<file path="src/rtl/regdec_pkg.sv">
package regdec_pkg;

  typedef enum logic [1:0] {
    KIND_PLAIN   = 2'd0,
    KIND_ZERO    = 2'd1,
    KIND_ONES    = 2'd2,
    KIND_NOWRITE = 2'd3
  } regionKind_e;

  typedef struct packed {
    logic       rdFwd;
    logic       wrFwd;
    logic       rdZero;
    logic       rdOnes;
    logic       rspLoad;
    logic [1:0] size;
  } ctlStrobes_t;

  function automatic int bpiShift(input int bpi);
    case (bpi)
      1:       return 0;
      2:       return 1;
      4:       return 2;
      8:       return 3;
      default: return 4;
    endcase
  endfunction

  // Keeps the low 2**size bytes, optionally reversing their order.
  function automatic logic [63:0] laneOrder(input logic [63:0] d,
                                            input logic [1:0] size,
                                            input logic rev);
    logic [63:0] o;
    int nb;
    nb = 1 << size;
    o = '0;
    for (int i = 0; i < 8; i++) begin
      if (i < nb) begin
        if (rev) o[8*i +: 8] = d[8*(nb-1-i) +: 8];
        else     o[8*i +: 8] = d[8*i +: 8];
      end
    end
    return o;
  endfunction

  function automatic logic [63:0] sizeOnes(input logic [1:0] size);
    case (size)
      2'd0:    return 64'h0000_0000_0000_00FF;
      2'd1:    return 64'h0000_0000_0000_FFFF;
      2'd2:    return 64'h0000_0000_FFFF_FFFF;
      default: return 64'hFFFF_FFFF_FFFF_FFFF;
    endcase
  endfunction

endpackage

</file>
<file path="src/rtl/regdec_ctrl.sv">
module regdec_ctrl
  import regdec_pkg::*;
#(
  parameter int NumRegions = 6,
  parameter int OffW       = 12,
  parameter int NumPrivate = 32,
  parameter int NumShared  = 64,
  parameter logic [NumRegions*OffW-1:0] RegionStart = '0,
  parameter logic [NumRegions*OffW-1:0] RegionLen   = '0,
  parameter logic [NumRegions*3-1:0]    RegionMask  = '0,
  parameter logic [NumRegions*4-1:0]    RegionBpi   = '0,
  parameter logic [NumRegions*2-1:0]    RegionKind  = '0,
  localparam int IdxW = (NumRegions > 1) ? $clog2(NumRegions) : 1
) (
  input  logic            clk,
  input  logic            rstN,
  input  logic            reqValid,
  input  logic            reqWrite,
  input  logic [OffW-1:0] reqOffset,
  input  logic [1:0]      reqSize,
  output logic            regHit,
  output logic [IdxW-1:0] regIdx,
  output ctlStrobes_t     strb
);

  localparam int IntW = OffW + 3;
  localparam logic [IntW-1:0] NumIrqV = IntW'(NumPrivate + NumShared);

  logic [NumRegions-1:0] inReg;
  logic [NumRegions-1:0] sizeOk;
  logic [NumRegions-1:0] rangeOk;
  logic [NumRegions-1:0] legal;
  logic                  alignOk;
  logic [IdxW-1:0]       matchIdx;
  logic                  matchAny;
  logic                  accOk;
  regionKind_e           selKind;

  always_comb begin
    case (reqSize)
      2'd0:    alignOk = 1'b1;
      2'd1:    alignOk = (reqOffset[0] == 1'b0);
      2'd2:    alignOk = (reqOffset[1:0] == 2'b00);
      default: alignOk = (reqOffset[2:0] == 3'b000);
    endcase
  end

  for (genvar r = 0; r < NumRegions; r++) begin : g_region
    localparam logic [OffW-1:0] StartV = RegionStart[r*OffW +: OffW];
    localparam logic [OffW-1:0] LenV   = RegionLen[r*OffW +: OffW];
    localparam logic [2:0]      MaskV  = RegionMask[r*3 +: 3];
    localparam int              Bpi    = int'(RegionBpi[r*4 +: 4]);
    localparam logic [OffW:0]   EndV   = {1'b0, StartV} + {1'b0, LenV};

    assign inReg[r] = (reqOffset >= StartV) && ({1'b0, reqOffset} < EndV);

    always_comb begin
      case (reqSize)
        2'd0:    sizeOk[r] = MaskV[0];
        2'd2:    sizeOk[r] = MaskV[1];
        2'd3:    sizeOk[r] = MaskV[2];
        default: sizeOk[r] = 1'b0;
      endcase
    end

    if (Bpi == 0) begin : g_flat
      assign rangeOk[r] = 1'b1;
    end else begin : g_indexed
      logic [OffW-1:0] relOff;
      logic [IntW-1:0] intId;
      assign relOff     = reqOffset - StartV;
      assign intId      = {relOff, 3'b000} >> bpiShift(Bpi);
      assign rangeOk[r] = (intId < NumIrqV);
    end

    assign legal[r] = sizeOk[r] && alignOk && rangeOk[r];
  end

  // Lowest index wins when entries overlap.
  always_comb begin
    matchIdx = '0;
    matchAny = 1'b0;
    for (int r = NumRegions - 1; r >= 0; r--) begin
      if (inReg[r]) begin
        matchIdx = IdxW'(r);
        matchAny = 1'b1;
      end
    end
  end

  assign selKind = regionKind_e'(RegionKind[int'(matchIdx)*2 +: 2]);
  assign accOk   = matchAny && legal[matchIdx];

  always_comb begin
    logic isRead;
    isRead       = reqValid && !reqWrite;
    strb.rdFwd   = isRead && accOk &&
                   (selKind == KIND_PLAIN || selKind == KIND_NOWRITE);
    strb.wrFwd   = reqValid && reqWrite && accOk && (selKind == KIND_PLAIN);
    strb.rdOnes  = isRead && accOk && (selKind == KIND_ONES);
    strb.rdZero  = isRead && !(strb.rdFwd || strb.rdOnes);
    strb.rspLoad = isRead;
    strb.size    = reqSize;
  end

  assign regHit = reqValid && accOk;
  assign regIdx = matchIdx;


  no_halfword_chk: assert property (@(posedge clk) disable iff (!rstN)
    (reqValid && reqSize == 2'd1) |-> !regHit);


  natural_align_chk: assert property (@(posedge clk) disable iff (!rstN)
    regHit |-> ((int'(reqOffset) % (1 << reqSize)) == 0));


  strobe_gate_chk: assert property (@(posedge clk) disable iff (!rstN)
    (strb.rdFwd || strb.wrFwd) |-> regHit);


  single_strobe_chk: assert property (@(posedge clk) disable iff (!rstN)
    !(strb.rdFwd && strb.wrFwd));

endmodule

</file>
<file path="src/rtl/regdec_dpath.sv">
module regdec_dpath
  import regdec_pkg::*;
#(
  parameter bit HostBigEndian = 1'b1
) (
  input  logic        clk,
  input  logic        rstN,
  input  ctlStrobes_t strb,
  input  logic [63:0] reqWData,
  input  logic [63:0] regRdData,
  output logic [63:0] regWData,
  output logic        rspValid,
  output logic [63:0] rspData
);

  logic [63:0] rspNext;

  assign regWData = laneOrder(reqWData, strb.size, HostBigEndian);

  always_comb begin
    if (strb.rdFwd)       rspNext = laneOrder(regRdData, strb.size, HostBigEndian);
    else if (strb.rdOnes) rspNext = sizeOnes(strb.size);
    else                  rspNext = '0;
  end

  always_ff @(posedge clk or negedge rstN) begin
    if (!rstN) begin
      rspValid <= 1'b0;
      rspData  <= '0;
    end else begin
      rspValid <= strb.rspLoad;
      rspData  <= strb.rspLoad ? rspNext : '0;
    end
  end


  rsp_zero_chk: assert property (@(posedge clk) disable iff (!rstN)
    strb.rdZero |=> (rspValid && rspData == 64'd0));


  rsp_ones_chk: assert property (@(posedge clk) disable iff (!rstN)
    strb.rdOnes |=> (rspData == sizeOnes($past(strb.size))));


  rsp_follows_read_chk: assert property (@(posedge clk) disable iff (!rstN)
    strb.rspLoad |=> rspValid);


  rsp_only_read_chk: assert property (@(posedge clk) disable iff (!rstN)
    !strb.rspLoad |=> !rspValid);

endmodule

</file>
<file path="src/rtl/regdec_top.sv">
module regdec_top
  import regdec_pkg::*;
#(
  parameter int NumRegions = 6,
  parameter int OffW       = 12,
  parameter int NumPrivate = 32,
  parameter int NumShared  = 64,
  parameter bit HostBigEndian = 1'b1,
  parameter logic [NumRegions*OffW-1:0] RegionStart =
    {12'h210, 12'h200, 12'h100, 12'h080, 12'h010, 12'h000},
  parameter logic [NumRegions*OffW-1:0] RegionLen =
    {12'h010, 12'h010, 12'h100, 12'h080, 12'h010, 12'h010},
  parameter logic [NumRegions*3-1:0] RegionMask =
    {3'b010, 3'b010, 3'b011, 3'b110, 3'b010, 3'b010},
  parameter logic [NumRegions*4-1:0] RegionBpi =
    {4'd0, 4'd0, 4'd8, 4'd1, 4'd0, 4'd0},
  parameter logic [NumRegions*2-1:0] RegionKind =
    {2'd3, 2'd2, 2'd0, 2'd0, 2'd1, 2'd0},
  localparam int IdxW = (NumRegions > 1) ? $clog2(NumRegions) : 1
) (
  input  logic            clk,
  input  logic            rstN,
  input  logic            reqValid,
  input  logic            reqWrite,
  input  logic [OffW-1:0] reqOffset,
  input  logic [1:0]      reqSize,
  input  logic [63:0]     reqWData,
  output logic [IdxW-1:0] regIdx,
  output logic            regHit,
  output logic            regRdStb,
  output logic            regWrStb,
  output logic [63:0]     regWData,
  input  logic [63:0]     regRdData,
  output logic            rspValid,
  output logic [63:0]     rspData
);

  ctlStrobes_t strb;

  regdec_ctrl #(
    .NumRegions (NumRegions),
    .OffW       (OffW),
    .NumPrivate (NumPrivate),
    .NumShared  (NumShared),
    .RegionStart(RegionStart),
    .RegionLen  (RegionLen),
    .RegionMask (RegionMask),
    .RegionBpi  (RegionBpi),
    .RegionKind (RegionKind)
  ) ctrl_i (
    .clk      (clk),
    .rstN     (rstN),
    .reqValid (reqValid),
    .reqWrite (reqWrite),
    .reqOffset(reqOffset),
    .reqSize  (reqSize),
    .regHit   (regHit),
    .regIdx   (regIdx),
    .strb     (strb)
  );

  regdec_dpath #(
    .HostBigEndian(HostBigEndian)
  ) dpath_i (
    .clk      (clk),
    .rstN     (rstN),
    .strb     (strb),
    .reqWData (reqWData),
    .regRdData(regRdData),
    .regWData (regWData),
    .rspValid (rspValid),
    .rspData  (rspData)
  );

  assign regRdStb = strb.rdFwd;
  assign regWrStb = strb.wrFwd;

endmodule

</file>
<file path="config.mk">
export PLATFORM = sky130hd
export DESIGN_NAME = regdec_top
export DESIGN_NICKNAME = d
export VERILOG_FILES = /design/src/rtl/regdec_pkg.sv /design/src/rtl/regdec_ctrl.sv /design/src/rtl/regdec_dpath.sv /design/src/rtl/regdec_top.sv
export SDC_FILE = /design/constraint.sdc
export NUM_CORES = 1
export LEC_CHECK = 0
export BUFFER_PORTS_ARGS = -buffer_cell sky130_fd_sc_hd__buf_4
export CAP_MARGIN = 15
export CORE_MARGIN = 2
export CORE_UTILIZATION = 50
export DETAILED_ROUTE_END_ITERATION = 10
export PLACE_DENSITY = 0.81
export SETUP_SLACK_MARGIN = 0.3
export SLEW_MARGIN = 25
export SYNTH_ARGS = -nofsm -noshare
export SYNTH_HDL_FRONTEND = slang
export SYNTH_SLANG_ARGS = --single-unit
</file>
<file path="constraint.sdc">
create_clock -name clk -period 9.1 [get_ports clk]
set_input_delay 1.365 -clock clk [delete_from_list [all_inputs] [get_ports clk]]
set_output_delay 1.365 -clock clk [all_outputs]
set_load 0.05 [all_outputs]
</file>
# After elaboration in Yosys (flattened, before gate mapping)
# Index checks and enable logic that the tools add are counted.
[op_classes] mul=0 shifts=18 n_lt_le_gt_ge=23 n_reduce_logical=28 eq_ne=5 n_div=0 n_addsub=10 bitwise_logic=1 n_mux=38
[op_table] cell="indexed part select 64 x 32 -> 8 bit" n=16
[op_table] cell="two-way mux 64 bit" n=3
[op_table] cell="case mux 64 bit (3 select lines)" n=1
[op_table] cell="less-than comparator 4 x 32 -> 1 bit, first input constant" n=4
[op_table] cell="two-way mux 8 bit" n=16
[op_table] cell="subtractor 29 x 4 -> 29 bit, second input constant" n=4
[op_table] cell="less-than comparator 3 x 32 -> 1 bit, first input constant" n=2
[op_table] cell="subtractor 29 x 2 -> 29 bit, second input constant" n=2
[op_table] cell="subtractor 29 x 3 -> 29 bit, second input constant" n=2
[op_table] cell="less-than comparator 12 x 10 -> 1 bit, second input constant" n=3
[op_table] cell="less-than comparator 1 x 32 -> 1 bit, first input constant" n=1
[op_table] cell="less-than comparator 2 x 32 -> 1 bit, first input constant" n=1
[op_table] cell="<< shifter 1 x 2 -> 32 bit, first input constant" n=1
[op_table] cell=">= comparator 12 x 10 -> 1 bit, second input constant" n=2
[op_table] cell="logical AND 1 bit" n=20
[op_table] cell="two-way mux 3 bit" n=6
[op_table] cell="less-than comparator 15 x 7 -> 1 bit, second input constant" n=1
[op_table] cell=">= comparator 12 x 1 -> 1 bit, second input constant" n=1
[op_table] cell=">= comparator 12 x 5 -> 1 bit, second input constant" n=1
[op_table] cell=">= comparator 12 x 8 -> 1 bit, second input constant" n=1
[op_table] cell=">= comparator 12 x 9 -> 1 bit, second input constant" n=1
[op_table] cell="less-than comparator 12 x 5 -> 1 bit, second input constant" n=1
[op_table] cell="less-than comparator 12 x 6 -> 1 bit, second input constant" n=1
[op_table] cell="less-than comparator 12 x 7 -> 1 bit, second input constant" n=1
[op_table] cell="other kinds (16)" n=31
[word_totals] input_bits=146 output_inout_bits=135 memories=0 rom_bits=0 ff_bits=65 ram_bits=0 wordCells=125 latch_bits=0

# Depth between registers and ports, before layout
[depth] word_depth=16 depth_mapped=13 depth_no_buf=9

# Cells and area by module
# A second synthesis with hierarchy kept.
[hier_totals] cells_unflattened=678 hier_area_um2=8303.0
[modules_own_cells] module="regdec_dpath" n_inst=1 seq_area_each_um2=1626.6 area_each_um2=7983.9 cells_per_inst=634
[modules_own_cells] module="regdec_ctrl" n_inst=1 seq_area_each_um2=0.0 area_each_um2=319.1 cells_per_inst=44

# Worst setup path after synthesis
# Ideal clock, no wire load.
[synth_timing] path_type="in2out" from="input reqSize[0]" to="output regWData[18]" path_slack_ns=3.402 required_time_ns=7.735 t_arrival_ns=4.333 stages=12 path_buffers=5 path_cell_list="inv_1 ha_1 buf_2 buf_2 inv_1 ha_1 buf_2 buf_2 buf_2 mux4_2 nand2_1 a21oi_1"
[synth_between] elab_chain_cells=5 word_cells_on_any_way=6 cone_classes="2 x add/sub; 1 x order compare; 2 x shift; 1 x mux"
[synth_lines] item="from (decl)" line_no="regdec_top.sv:26" rtl="input logic [1:0] reqSize,"
[synth_lines] item="<< shifter 1 x 2 -> 32 bit *" line_no="regdec_pkg.sv:35" rtl="nb = 1 << size;"
[synth_lines] item="subtractor 29 x 2 -> 29 bit" line_no="regdec_pkg.sv:39" rtl="if (rev) o[8*i +: 8] = d[8*(nb-1-i) +: 8];"
[synth_lines] item="subtractor 29 x 3 -> 29 bit" line_no="regdec_pkg.sv:39"
[synth_lines] item="indexed part select 64 x 32 -> 8 bit" line_no="regdec_pkg.sv:39"
[synth_lines] item="two-way mux 8 bit *" line_no="regdec_pkg.sv:38" rtl="if (i < nb) begin"
[synth_lines] item="to (decl)" line_no="regdec_top.sv:32" rtl="output logic [63:0] regWData,"
# Mark *: on every way between the ends. The rest lies on a longest branch, timed or not.

# Worst setup path in the final report
[layout_timing] from="input reqSize[1]" to="output regWData[23]"
# Same word-level chain as after synthesis.

==> impl_metrics.env <==
export IMPL_syn2layout_area_growth_pct=32.4
export IMPL_drv_slew=0
export IMPL_grt_usage_pct=33.2
export IMPL_dp_cells=1053
export IMPL_drc=0
export IMPL_final_antenna_net_count=0
export IMPL_ys_types=44
export IMPL_final_cells=1067
export IMPL_arrival_ns=5.23
export IMPL_fp_coreArea_um2=14500
export IMPL_ctsResizeCount=0
export IMPL_rsz0062_at_grt="no"
export IMPL_grt_pass1_wl_mm=40.7
export IMPL_firstDrtPassIters=8
export IMPL_fin_crit_sh_pct=72.5
export IMPL_status="complete, no violations"
export IMPL_worst_setup_path_end_kind="output port"
export IMPL_post_cts_buffers=0
export IMPL_nFillCells=1138
export IMPL_yosysMostFrequentCell="mux4_2"
export IMPL_fin_nets=1040
export IMPL_syn_area_um2=7420
export IMPL_clock_fmax_ghz=0.152
export IMPL_io_buffers=280
export IMPL_rows=44
export IMPL_viasPerCell=6.90
export IMPL_start_util_pct=51.0
export IMPL_tns_ns=0
export IMPL_die_area_um2=15800
export IMPL_hold_class="in -> async"
export IMPL_cts_tree="yes"
export IMPL_yosys_warnings=0
export IMPL_fin_crit_ns=6.59
export IMPL_synth_edff_count=0
export IMPL_drt_iter0_drc=876
export IMPL_cp_required_ns=7.74
export IMPL_critPathKind="in -> out"
export IMPL_max_vdd_ir_drop_mv=0.113
export IMPL_die_h_um=126
export IMPL_cts_buffer_depth=2
export IMPL_gr_total_overflow=0
export IMPL_synthCells=644
export IMPL_dp_hpwl_mm=18.8
export IMPL_path_max_fanout=67
export IMPL_die_x_um=126
export IMPL_routabilityCongestion=0.917
export IMPL_async_flop_share_pct=100
export IMPL_synth_area_top_cells="mux4_2 44%, dfrtp_1 22%, nand2_1 5.6%, a21oi_1 5.5%, mux2_2 3.5%"
export IMPL_mappedNetlistNets=804
export IMPL_clk_pin_slew_ns=0.05
export IMPL_synth_seq_area_share_pct=21.9
export IMPL_first_global_vias=7281
export IMPL_synth_top_cell_area_share_pct=43.7
export IMPL_drive_gt1_share_pct=54.8
export IMPL_worst_slew_margin_rel_pct=26.3
export IMPL_synth_flop_cell="dfrtp_1"
export IMPL_crit_path_start_kind="input pin"
export IMPL_cts_inserted_buffers=9
export IMPL_ctsRootBufferMaster="clkbuf_16"
export IMPL_post_synth_top_area_cell="mux4_2"
export IMPL_tightestPinTransition_ns=1.11
export IMPL_h_tree_depth=3
export IMPL_wl_per_cell_um=24.6
export IMPL_num_io_pins=281
export IMPL_hold_viol=0
export IMPL_cap_violations=0
export IMPL_antenna_found_initial=0
export IMPL_drt_total_wl_mm=26.3
export IMPL_powerDensity_nw_per_um2=115
export IMPL_setup_violations=0
export IMPL_avgSynthCellArea_um2=11.5
export IMPL_n_antenna_cell=0
export IMPL_grt_max_degree=68
export IMPL_synth_common_cells="144 x mux4_2, 110 x nand2_1, 82 x a21oi_1, 65 x dfrtp_1, 32 x buf_2"
export IMPL_ys_ff_latch=65
export IMPL_clkSinkCount=65
export IMPL_num_vias=7359
export IMPL_leakagePower_nw=4.30
export IMPL_cts_hold_buf=0
layer usage:
layer / share of wire (%) / GRT usage, % / vias to the layer above / wire length [µm]
met4: 5.2 / 16.6 / 0 / 1370
li1: - / - / 3013 / -
met3: 13 / 8.41 / 97 / 3480
met5: 0 / 0 / - / 0
met1: 32 / 41.0 / 3556 / 8470
met2: 49 / 54.6 / 693 / 13000
where the power goes:
part / leakage, nW / internal, mW / switching [mW]
logic: 3.26 / 0.236 / 0.292
registers: 0.906 / 0.291 / 0.000716
clock network: 0.133 / 0.195 / 0.117
total: 4.30 / 0.722 / 0.410
sequential cells by signal (all words and copies together) (netlist names):
signal	count
dpath_i.rspValid	1
dpath_i.rspData	64
final cells by class:
class                      count  area [µm²]  area share, %
clock buffer                  11         253           2.57
sequential                    65        1630           16.6
clock inverter                 3        17.5          0.178
tap                          184         230           2.34
multi-input combinational    500        5460           55.6
timing repair buffer         290        2180           22.2
inverter                      14        52.6          0.535
cell usage in the layout, fill, tap and decap left out, types with 2 or more instances in the layout:
cell type and n:
clkinv_1 3, ha_2 3, mux4_2 144, ha_4 3
ha_1 8, nand4_1 3, o221ai_1 8, clkbuf_8 2
and3_1 3, a22oi_1 8, a2bb2oi_1 2, a21oi_1 82
mux2_2 23, mux2i_1 17, inv_1 10, a22o_1 8
buf_4 289, dfrtp_1 65, clkinv_2 2, nor2_1 30
nand2_1 110, o21a_1 9, and2_1 16, clkbuf_16 9
nand3_1 2
critical path, stage by stage:
cell and delay (ns):
buf_4 0.13, inv_1 0.15, ha_2 0.20, buf_4 0.51
clkinv_1 0.57, ha_4 1.09, a21oi_1 0.58, a21oi_1 0.29
nor2_1 0.06, buf_4 0.19
stage by stage:
| stage | hold WS, ns | instance area [µm²] | power (mW) | worst slack (ns) | util, % |
|---|---|---|---|---|---|
| after floorplan | 1.07 | 7420 | 0.642 | 3.40 | - |
| after CTS | 1.15 | 9810 | 1.13 | 2.54 | 67.5 |
| after global routing | 1.19 | 9820 | 1.18 | 2.16 | 67.6 |
| after global placement | 1.49 | 9540 | 0.807 | 2.68 | 65.6 |
| after detailed placement | 1.50 | 9540 | 0.815 | 2.55 | 65.6 |
| final | 1.12 | 9820 | 1.13 | 2.51 | 67.6 |
how the worst max path moves through the flow:
stage	from	endpoint
floorplan	reqSize[0]	regWData[18]
global placement	reqSize[1]	regWData[23]
detailed placement	reqSize[1]	regWData[23]
CTS	reqSize[1]	regWData[23]
global route	reqSize[1]	regWData[17]
finish	reqSize[1]	regWData[23]
logic make-up (layout without fill, tap and decap cells):
family,count (synthesis),count (layout),synth area share [%]
adder cells (fa/ha/maj),14,14,2.36
multiplexers,184,184,49.5
AO/OA/AOI/OAI,128,128,10.6
flip-flops,65,65,21.9
AND/OR/NAND/NOR,173,173,10.4
XOR/XNOR,1,1,0.118
buffers and inverters,79,318,5.09
No activity file was read; power rests on OpenSTA's default activity.
